$ cat src/rtl/gpio_irq_pkg.sv
package gpio_irq_pkg;

   localparam int unsigned REG_ADDR_W = 3;

   typedef enum logic [REG_ADDR_W-1:0] {
      SEL_DATA = 3'd0,
      SEL_DIR  = 3'd1,
      SEL_IEN  = 3'd2,
      SEL_POL  = 3'd3,
      SEL_FLAG = 3'd4
   } reg_sel_e;

endpackage

$ cat src/rtl/gpio_irq_sync.sv
module gpio_irq_sync #(
   parameter int unsigned WIDTH  = 8,
   parameter int unsigned STAGES = 2
) (
   input  logic             clk,
   input  logic             rst_n,
   input  logic [WIDTH-1:0] d,
   output logic [WIDTH-1:0] q
);

   localparam int unsigned LAST = STAGES - 1;

   if (STAGES < 2) begin : g_bad_stages
      $error("gpio_irq_sync: STAGES must be at least 2");
   end

   logic [WIDTH-1:0] chain [STAGES];

   for (genvar s = 0; s < STAGES; s++) begin : g_stage
      if (s == 0) begin : g_first
         always_ff @(posedge clk or negedge rst_n) begin
            if (!rst_n) chain[s] <= '0;
            else        chain[s] <= d;
         end
      end else begin : g_next
         always_ff @(posedge clk or negedge rst_n) begin
            if (!rst_n) chain[s] <= '0;
            else        chain[s] <= chain[s-1];
         end
      end
   end

   assign q = chain[LAST];

endmodule

$ cat src/rtl/gpio_irq_edge.sv
module gpio_irq_edge #(
   parameter int unsigned WIDTH = 8
) (
   input  logic             clk,
   input  logic             rst_n,
   input  logic [WIDTH-1:0] level,
   input  logic [WIDTH-1:0] pol,
   input  logic [WIDTH-1:0] clr,
   output logic [WIDTH-1:0] flags
);

   logic [WIDTH-1:0] prev_q;
   logic [WIDTH-1:0] flags_q;
   logic [WIDTH-1:0] evt;

   always_ff @(posedge clk or negedge rst_n) begin
      if (!rst_n) prev_q <= '0;
      else        prev_q <= level;
   end

   for (genvar i = 0; i < WIDTH; i++) begin : g_det
      logic rise, fall;
      assign rise   = level[i] & ~prev_q[i];
      assign fall   = ~level[i] & prev_q[i];
      assign evt[i] = pol[i] ? rise : fall;

      // edge wins over a simultaneous clear
      always_ff @(posedge clk or negedge rst_n) begin
         if (!rst_n)      flags_q[i] <= 1'b0;
         else if (evt[i]) flags_q[i] <= 1'b1;
         else if (clr[i]) flags_q[i] <= 1'b0;
      end
   end

   assign flags = flags_q;

   a_r4_edge_sets_flag: assert property (@(posedge clk) disable iff (!rst_n)
      (evt != '0) |=> ((flags_q & $past(evt)) == $past(evt)));

   a_r4_no_set_without_edge: assert property (@(posedge clk) disable iff (!rst_n)
      (evt == '0) |=> ((flags_q & ~$past(flags_q)) == '0));

   a_r5_clear_takes_effect: assert property (@(posedge clk) disable iff (!rst_n)
      ((clr & ~evt) != '0) |=> ((flags_q & $past(clr & ~evt)) == '0));

   a_r6_edge_beats_clear: assert property (@(posedge clk) disable iff (!rst_n)
      ((clr & evt) != '0) |=> ((flags_q & $past(clr & evt)) == $past(clr & evt)));

endmodule

$ cat src/rtl/gpio_irq_regs.sv
module gpio_irq_regs
   import gpio_irq_pkg::*;
#(
   parameter int unsigned WIDTH = 8
) (
   input  logic                  clk,
   input  logic                  rst_n,
   input  logic [REG_ADDR_W-1:0] bus_addr,
   input  logic                  bus_wr,
   input  logic                  bus_rd,
   input  logic [WIDTH-1:0]      bus_wdata,
   output logic [WIDTH-1:0]      bus_rdata,
   input  logic [WIDTH-1:0]      flags,
   input  logic [WIDTH-1:0]      pin_level,
   output logic [WIDTH-1:0]      data_q,
   output logic [WIDTH-1:0]      dir_q,
   output logic [WIDTH-1:0]      ien_q,
   output logic [WIDTH-1:0]      pol_q,
   output logic [WIDTH-1:0]      flag_clr
);

   reg_sel_e         sel;
   logic [WIDTH-1:0] data_view;
   logic [WIDTH-1:0] rd_mux;
   logic [WIDTH-1:0] rdata_q;

   assign sel = reg_sel_e'(bus_addr);

   always_ff @(posedge clk or negedge rst_n) begin
      if (!rst_n) begin
         data_q <= '0;
         dir_q  <= '0;
         ien_q  <= '0;
         pol_q  <= '0;
      end else if (bus_wr) begin
         case (sel)
            SEL_DATA: data_q <= bus_wdata;
            SEL_DIR:  dir_q  <= bus_wdata;
            SEL_IEN:  ien_q  <= bus_wdata;
            SEL_POL:  pol_q  <= bus_wdata;
            default:  ;
         endcase
      end
   end

   assign flag_clr = (bus_wr && sel == SEL_FLAG) ? bus_wdata : '0;

   for (genvar i = 0; i < WIDTH; i++) begin : g_view
      assign data_view[i] = dir_q[i] ? data_q[i] : pin_level[i];
   end

   always_comb begin
      case (sel)
         SEL_DATA: rd_mux = data_view;
         SEL_DIR:  rd_mux = dir_q;
         SEL_IEN:  rd_mux = ien_q;
         SEL_POL:  rd_mux = pol_q;
         SEL_FLAG: rd_mux = flags;
         default:  rd_mux = '0;
      endcase
   end

   always_ff @(posedge clk or negedge rst_n) begin
      if (!rst_n)      rdata_q <= '0;
      else if (bus_rd) rdata_q <= rd_mux;
   end

   assign bus_rdata = rdata_q;

   a_r2_dir_write: assert property (@(posedge clk) disable iff (!rst_n)
      (bus_wr && bus_addr == 3'd1) |=> (dir_q == $past(bus_wdata)));

   a_r10_unmapped_write: assert property (@(posedge clk) disable iff (!rst_n)
      (bus_wr && bus_addr > 3'd4) |=>
         ($stable(data_q) && $stable(dir_q) && $stable(ien_q) && $stable(pol_q)));

   a_r10_unmapped_read: assert property (@(posedge clk) disable iff (!rst_n)
      (bus_rd && bus_addr > 3'd4) |=> (bus_rdata == '0));

endmodule

$ cat src/rtl/gpio_irq_port.sv
module gpio_irq_port
   import gpio_irq_pkg::*;
#(
   parameter int unsigned WIDTH       = 8,
   parameter int unsigned SYNC_STAGES = 2,
   parameter bit          IRQ_REG     = 1'b1
) (
   input  logic                  clk,
   input  logic                  rst_n,
   input  logic [REG_ADDR_W-1:0] bus_addr,
   input  logic                  bus_wr,
   input  logic                  bus_rd,
   input  logic [WIDTH-1:0]      bus_wdata,
   output logic [WIDTH-1:0]      bus_rdata,
   input  logic [WIDTH-1:0]      pin_in,
   output logic [WIDTH-1:0]      pin_out,
   output logic [WIDTH-1:0]      pin_oe,
   output logic                  irq
);

   if (WIDTH < 1 || WIDTH > 32) begin : g_bad_width
      $error("gpio_irq_port: WIDTH must lie in 1..32");
   end

   logic [WIDTH-1:0] data_q, dir_q, ien_q, pol_q;
   logic [WIDTH-1:0] flag_clr, flags;
   logic [WIDTH-1:0] pad_level, synced;
   logic             irq_any;

   // edge source: driven value for outputs, external level for inputs
   for (genvar i = 0; i < WIDTH; i++) begin : g_pad
      assign pad_level[i] = dir_q[i] ? data_q[i] : pin_in[i];
   end

   gpio_irq_sync #(.WIDTH(WIDTH), .STAGES(SYNC_STAGES)) u_sync (
      .clk   (clk),
      .rst_n (rst_n),
      .d     (pad_level),
      .q     (synced)
   );

   gpio_irq_edge #(.WIDTH(WIDTH)) u_edge (
      .clk   (clk),
      .rst_n (rst_n),
      .level (synced),
      .pol   (pol_q),
      .clr   (flag_clr),
      .flags (flags)
   );

   gpio_irq_regs #(.WIDTH(WIDTH)) u_regs (
      .clk       (clk),
      .rst_n     (rst_n),
      .bus_addr  (bus_addr),
      .bus_wr    (bus_wr),
      .bus_rd    (bus_rd),
      .bus_wdata (bus_wdata),
      .bus_rdata (bus_rdata),
      .flags     (flags),
      .pin_level (synced),
      .data_q    (data_q),
      .dir_q     (dir_q),
      .ien_q     (ien_q),
      .pol_q     (pol_q),
      .flag_clr  (flag_clr)
   );

   assign irq_any = |(flags & ien_q);

   if (IRQ_REG) begin : g_irq_reg
      logic irq_q;
      always_ff @(posedge clk or negedge rst_n) begin
         if (!rst_n) irq_q <= 1'b0;
         else        irq_q <= irq_any;
      end
      assign irq = irq_q;
   end else begin : g_irq_comb
      assign irq = irq_any;
   end

   assign pin_out = data_q;
   assign pin_oe  = dir_q;

   a_r8_irq_quiet: assert property (@(posedge clk) disable iff (!rst_n)
      ((flags & ien_q) == '0) |=> !irq);

   a_r7_irq_needs_enable: assert property (@(posedge clk) disable iff (!rst_n)
      (ien_q == '0) |=> !irq);

endmodule

$ cat config.mk
export PLATFORM = sky130hd
export DESIGN_NAME = gpio_irq_port
export DESIGN_NICKNAME = d
export VERILOG_FILES = /design/src/rtl/gpio_irq_pkg.sv /design/src/rtl/gpio_irq_sync.sv /design/src/rtl/gpio_irq_edge.sv /design/src/rtl/gpio_irq_regs.sv /design/src/rtl/gpio_irq_port.sv
export SDC_FILE = /design/constraint.sdc
export NUM_CORES = 1
export LEC_CHECK = 0
export CORE_MARGIN = 8
export CORE_UTILIZATION = 56
export CTS_BUF_LIST = sky130_fd_sc_hd__clkbuf_8
export CTS_CLUSTER_DIAMETER = 120
export DETAILED_ROUTE_END_ITERATION = 10
export DONT_BUFFER_PORTS = 1
export GPL_TIMING_DRIVEN = 0
export PLACE_DENSITY = 0.7
export SETUP_SLACK_MARGIN = 0.5
export SLEW_MARGIN = 15
export SYNTH_ARGS = -nofsm -noshare
export SYNTH_HDL_FRONTEND = slang
export SYNTH_SLANG_ARGS = --single-unit
$ cat constraint.sdc
create_clock -name clk -period 2.6 [get_ports clk]
set_clock_uncertainty 0.15 [all_clocks]
set_input_delay 0.39 -clock clk [delete_from_list [all_inputs] [get_ports clk]]
set_output_delay 0.39 -clock clk [all_outputs]
set_load 0.05 [all_outputs]
==> reports/metrics.csv, run 1 <==
metric,value,unit
outcome,"complete, but fails checks",
failing checks,negative hold slack,
NumNets Final,264,
DRC errors left,0,
CTS sink cnt,73,
largest net degree at the start of global routing,74,
Area growth syn-to-layout,10.63,%
setup slack at placement,612.4,ps
switching share of power,31.49,%
syn nets,253,
Seq pwr share,55.9,%
fraction of layout cells with a size suffix above 1,27.64,%
initial core utilization,57.58,%
Synth cell types,27,
DP Area,3222,µm²
Post-CTS Setup Bufs,0,
CTS HTree Levels,3,
Int Power,2.279,mW
fin worst setup slack,971.6,ps
grt ovf,0,
R2R depth,3,
clock share of power,32.4,%
Critical Path Sink Type,primary output,
ant diodes,0,
PostCTS Resize Cnt,0,
Post-Layout Inst Area,3465,µm²
dpl hpwl,4222,µm
number of iterations in the first detailed-routing pass,4,
worst min path class,input port to async pin,
Synth Area per Inst,13.62,µm²
Routed Antenna Nets,0,
CP Launch Type,flop,
CP max FO,5,
Die Ht,90.78,µm
Routed WL,6659,µm
I/O pins,48,
Clock Latency Late Sink,360,ps
PortBufs,0,
root buf cell,clkbuf_8,
total track usage,17.08,%
post-layout util,63.70,%
Switch Pwr,1.047,mW
via count,1928,
setup_tns,0,ps
vias per cell,6.063,
placer congestion estimate,0.7494,
Gate Count Post-Synth,230,
Core Area,5439,µm²
Iter 0 DRT Violations,116,
Slew Limit Fails,0,
Worst EP arrival,1090,ps
Crit Path Class,flop to primary output,
Final period util,62.63,%
synthesized area,3132,µm²
worst-margin pin slew,929.9,ps
RSZ-0062 raised after global routing,false,
Routed wire per std cell,20.94,µm
first-pass GRT wire length,10850,µm
Die Area,8241,µm²
CP required,2060,ps
clock tree buffer depth,2,
Slew HR,37.67,%
post-synthesis sequential area ratio,58.33,%
cell area power density,960.0,nW/µm²
Final setup viols,0,
Tmin final,1628,ps
CTS buffer count,9,
CTS tree,done,
number of global-route vias before repair,2024,
fillers,412,
hold slack final,-425.2,ps
max_cap viols,0,
endpoints failing hold,73,
P_leak,1.490,nW
Die X-Extent,90.78,µm
FP Rows,27,
VDD IR max,0.0005083,V
Gate power share,11.8,%
Yosys warnings,0,
Fmax achieved,614.1,MHz
post-synthesis register bit count,73,
Worst-path clk slew,70,ps
initial antenna violation count,0,
CP Depth,0,
power groups by stage:
stage / clock network, mW / logic (mW) / registers, mW
floorplan: 0 / 0.344 / 1.81
global placement: 0 / 0.382 / 1.87
detailed placement: 0 / 0.392 / 1.88
CTS: 1.09 / 0.396 / 1.86
global route: 1.14 / 0.434 / 1.89
finish: 1.08 / 0.392 / 1.86
cells by family (layout without fill, tap and decap cells):
kind of cell,Yosys count,after routing,share of synthesized area (%)
AO/OA/AOI/OAI,37,37,10.11
multiplexers,56,56,20.46
buffers and inverters,10,26,2.317
flip-flops,73,73,58.33
AND/OR/NAND/NOR,54,54,8.790
cell type report:
cell class              count  area, µm²  area share, %
plain buffers              10      72.57          2.095
clock buffers              10      137.6          3.973
flip-flops and latches     73       1827          52.73
clock inverters             6      105.1          3.034
well taps                  72      90.09          2.600
multi-input cells         147       1232          35.57
metal layers:
layer / global-route usage [%] / part of all wire (%) / up-vias
met5: 0 / 0 / -
met4: 10.78 / 2.6 / 0
met3: 5.237 / 8.8 / 18
met2: 24.06 / 46 / 78
met1: 22.30 / 43 / 967
li1: - / - / 865
placed cells by master, fill, tap and decap left out, drive strengths merged:
master   n
a221o    8
a22oi   12
and2b    1
and4bb   1
buf      9
bufinv   3
clkbuf  11
clkinv   3
dfrtp   73
mux2    40
mux2i   16
nand2   18
nand2b  11
nand4    1
nor2    17
nor2b    1
nor3     2
o21ai    1
o221ai   8
o22a     8
or2      1
or3      1
cell usage after synthesis, drive strengths merged:
master / instances / area [µm²]
nor2: 17 / 66.32
buf: 9 / 68.81
mux2i: 16 / 160.2
a221o: 8 / 80.08
nor3: 2 / 20.02
nand2b: 11 / 76.32
o21ai: 1 / 5.000
a22oi: 12 / 90.09
mux2: 40 / 480.5
clkbuf: 1 / 3.750
or2: 1 / 6.260
nand2: 18 / 67.56
o22a: 8 / 71.32
nor2b: 1 / 6.260
nand4: 1 / 6.260
and2b: 1 / 7.510
or3: 1 / 6.260
dfrtp: 73 / 1827
and4bb: 1 / 12.51
o221ai: 8 / 70.07
sequential cells by signal (all words and copies together), names as in the netlist, 8 cells and up:
name              flops
u_regs.pol_q          8
u_edge.flags          8
u_edge.prev_q         8
u_sync.chain          8
u_regs.bus_rdata      8
u_regs.ien_q          8
u_sync.q              8
u_regs.data_q         8
u_regs.dir_q          8
worst register-to-register path, stage by stage (launching register included):
cell,delay (ps)
dfrtp_1,730
mux2i_1,280
o22a_1,170
o221ai_1,110
through the flow:
step           std cells  hold slack (ps)  power, mW
2_1_floorplan        230           -55.59      2.156
3_3_place_gp         302           -52.95      2.254
3_5_place_dp         302           -52.88      2.274
4_1_cts              318           -436.1      3.351
5_1_grt              318           -442.2      3.466
6_report             318           -425.2      3.326
worst paths after layout:
| check | start | endpoint | slack, ps |
|---|---|---|---|
| min reg2reg | u_sync.chain[13] | u_sync.q[5] | 200 |
| max | u_regs.dir_q[6] | pin_oe[6] | 970 |
| max reg2reg | u_regs.dir_q[1] | u_regs.bus_rdata[1] | 1020 |
| max in group asynchronous | rst_n | u_sync.chain[13] | 2590 |
| min | rst_n | u_edge.flags[0] | -430 |
| min in group clk | bus_wdata[1] | u_regs.pol_q[1] | 30 |
Note: power is estimated with default switching activity, not from simulation.
==> run 2, diff against run 1 <==
--- a/config.mk
+++ b/config.mk
@@ -5,6 +5,7 @@
 export SDC_FILE = /design/constraint.sdc
 export NUM_CORES = 1
 export LEC_CHECK = 0
+export ABC_AREA = 1
 export CORE_MARGIN = 8
 export CORE_UTILIZATION = 56
 export CTS_BUF_LIST = sky130_fd_sc_hd__clkbuf_8
==> constraint.sdc (replaced) <==
create_clock -name clk -period 1.7 [get_ports clk]
set_clock_uncertainty 0.15 [all_clocks]
set_input_delay 0.255 -clock clk [delete_from_list [all_inputs] [get_ports clk]]
set_output_delay 0.255 -clock clk [all_outputs]
set_load 0.05 [all_outputs]
==> run 2 against run 1 <==
Against the previous run: clock power increased by 28%; first-iteration DRC count is 62% higher; hold slack got worse by 130 ps; sequential power grew 47%; register-to-register slack worse by 690 ps; die area up 4.4%; the run still ends with negative hold slack left; critical endpoint is now u_regs.bus_rdata[7]; highest routed layer unchanged; total power increased by 46%; clock-buffer cell count is 1 higher; utilization increased by 4.0 points.
==> reports/metrics.csv, run 2 <==
metric,value,unit,change
CTS tree,done,,
Final period util,80.51,%,
Worst-path clk slew,80,ps,about the same
top-count cell post-synth,nand2_1,,
worst min path class,input port to async pin,,
Worst EP arrival,1460,ps,+370 ps
fin worst setup slack,331.4,ps,-640.3 ps
CTS HTree Levels,3,,unchanged
CTS sink cnt,73,,unchanged
initial core utilization,56.76,%,-0.82 points
root buf cell,clkbuf_8,,
Die X-Extent,92.77,µm,+2.2%
post-synthesis register bit count,73,,unchanged
RSZ-0062 raised after global routing,true,,
I/O pins,48,,unchanged
synthesized area,3301,µm²,+5.4%
ant diodes,0,,unchanged
via count,2560,,+33%
vias per cell,5.267,,-13%
post-synthesis xor/xnor area fraction,0,%,unchanged
VDD IR max,0.0008190,V,+61%
CP required,1790,ps,-270 ps
dpl hpwl,5165,µm,+22%
ys async rst share,100.0,%,unchanged
Routed WL,7716,µm,+16%
Final setup viols,0,,unchanged
Gate Count Post-Synth,375,,+63%
Post-Synth Adder-Cell Area,0,%,unchanged
clock tree buffer depth,2,,unchanged
number of iterations in the first detailed-routing pass,5,,+1
Yosys warnings,0,,unchanged
DP Area,3498,µm²,+8.6%
"EDFF count, synth",0,,unchanged
Critical Path Sink Type,flop,,
post-synthesis compound-gate area fraction,10.99,%,+0.89 points
Synth cell types,22,,-19%
Routed wire per std cell,15.88,µm,-24%
Commonest cells post-synth,"146 x nand2_1, 73 x dfrtp_1, 30 x inv_1",,
Core Area,5816,µm²,+6.9%
Post-Synth Simple-Gate Area,27.29,%,+19 points
Synth Area per Inst,8.802,µm²,-35%
dominant cells by area after synthesis,"dfrtp_1 55%, nand2_1 17%, o21ai_2 5.0%",,
"commonest non-fill, non-tap cell in the layout",nand2_1,,
Tmin final,1369,ps,
mux cell area share after synthesis,0,%,-20 points
Slew HR,74.00,%,+36 points
Die Area,8606,µm²,+4.4%
largest family of logic cells by synthesized area,simple AND/OR/NAND/NOR gates,,
CTS buffer count,9,,unchanged
total track usage,18.70,%,+1.6 points
post-synthesis sequential area ratio,55.34,%,-3.0 points
PortBufs,0,,unchanged
Fmax achieved,730.7,MHz,
worst-margin pin slew,389.0,ps,-540.9 ps
NumNets Final,429,,+63%
cell area power density,1230,nW/µm²,+28%
syn nets,398,,+57%
R2R depth,9,,+6
Slew Limit Fails,0,,unchanged
largest net degree at the start of global routing,74,,unchanged
Iter 0 DRT Violations,188,,+62%
Post-Layout Inst Area,3936,µm²,+14%
Crit Path Class,flop to flop,,
fraction of layout cells with a size suffix above 1,30.41,%,+2.8 points
setup slack at placement,130.6,ps,-481.8 ps
hold_buf cts,9,,
Synth area leader,dfrtp_1,,
hold slack final,-552.0,ps,-126.8 ps
outcome,"complete, but fails checks",,
max_cap viols,0,,unchanged
fillers,487,,+18%
most used flip-flop cell after synthesis,dfrtp_1,,
setup_tns,0,ps,unchanged
grt ovf,0,,unchanged
CP Launch Type,flop,,
CP max FO,4,,-1
endpoints failing hold,76,,+4.1%
placer congestion estimate,0.8074,,+7.7%
Clock Latency Late Sink,350,ps,about the same
Area growth syn-to-layout,19.26,%,
Die Ht,92.77,µm,+2.2%
Routed Antenna Nets,0,,unchanged
failing checks,negative hold slack,,
DRC errors left,0,,unchanged
FP Rows,28,,+3.7%
first-pass GRT wire length,12480,µm,+15%
number of global-route vias before repair,2464,,+22%
top-area cell type share of the netlist area,55.34,%,-3.0 points
initial antenna violation count,0,,unchanged
most frequent cells in the layout,"124 x nand2_1, 48 x dfrtp_1, 25 x nor2_1",,
P_leak,1.886,nW,+27%
-- run 2: changes by cell type in the layout (fill, tap and decap cells not counted), moves of 21 or more --
cell     delta
nand2_1   +106
dfrtp_2    +23
nand3_1    +24
dfrtp_1    -25
nand2_2    +22
o21ai_1    +21
mux2_2     -32
inv_1      +22
-- run 2: what timing repair did --
item,CTS,global route
endpoints found under the hold margin,95,76
pin swaps,0,10
buffers inserted,4,7
resized for setup,18,13
endpoints found under the setup margin,33,39
cloned,0,0
-- run 2: per-stage QoR --
| step | cells | total power [mW] | utilization (%) | hold slack (ps) |
|---|---|---|---|---|
| 2_1_floorplan | 375 | 3.183 | - | -190.6 |
| 3_3_place_gp | 450 | 3.338 | 60.15 | -188.4 |
| 3_5_place_dp | 450 | 3.370 | 60.15 | -188.1 |
| 4_1_cts | 479 | 4.815 | 66.20 | -573.1 |
| 5_1_grt | 486 | 5.080 | 67.69 | -579.6 |
| 6_report | 486 | 4.841 | 67.69 | -552.0 |
-- run 2: logic make-up (layout without fill, tap and decap cells) --
kind of cell,Yosys count,in the layout
compound gates,52,52
simple gates,208,208
buf+inv,42,78
flops,73,73
-- run 2: layout make-up --
type                            instances  area (µm²)  share of cell area, %
Clock buffer                           11       151.4                  3.846
Tap cell                               75       93.84                  2.384
Timing Repair Buffer                   20       172.7                  4.387
Multi-Input combinational cell        260        1348                  34.23
Sequential cell                        73        1863                  47.33
Clock inverter                          5       53.80                  1.367
Inverter                               33       141.4                  3.592
Buffer                                  9       112.6                  2.861
-- run 2: worst max-delay path, stage by stage, from the launching register on --
cell and delay, ps:
dfrtp_2 550, inv_2 100, nand2_1 70, nand2_1 50, nand2_1 60, nand2_1 50, inv_1 60, nand2_2 50
nand2_1 60, nand2_1 50
-- run 2: report_power, final --
group	total (mW)	internal [mW]	leakage (nW)	switching [mW]
clock network	1.38	0.752	0.109	0.623
logic	0.728	0.338	0.926	0.390
registers	2.74	2.07	0.850	0.671
total	4.84	3.16	1.89	1.68
-- run 2: layer usage --
layer,wire (µm),global-route usage [%],vias up
li1,-,-,1274
met1,3461,24.56,1206
met2,3667,28.82,71
met3,516,6.472,9
met4,70,4.832,0
met5,0,0,-
-- run 2: final timing paths --
path | startpoint | endpoint | slack (ps)
setup reg to reg | u_regs.dir_q[7] | u_regs.bus_rdata[7] | 330
hold reg to reg | u_sync.chain[13] | u_sync.q[5] | 200
hold / removal | rst_n | u_sync.chain[9] | -550
setup / recovery | u_regs.dir_q[7] | u_regs.bus_rdata[7] | 330
min in group clk | bus_wr | u_regs.data_q[0] | -10
max in group asynchronous | rst_n | u_regs.dir_q[6] | 1840
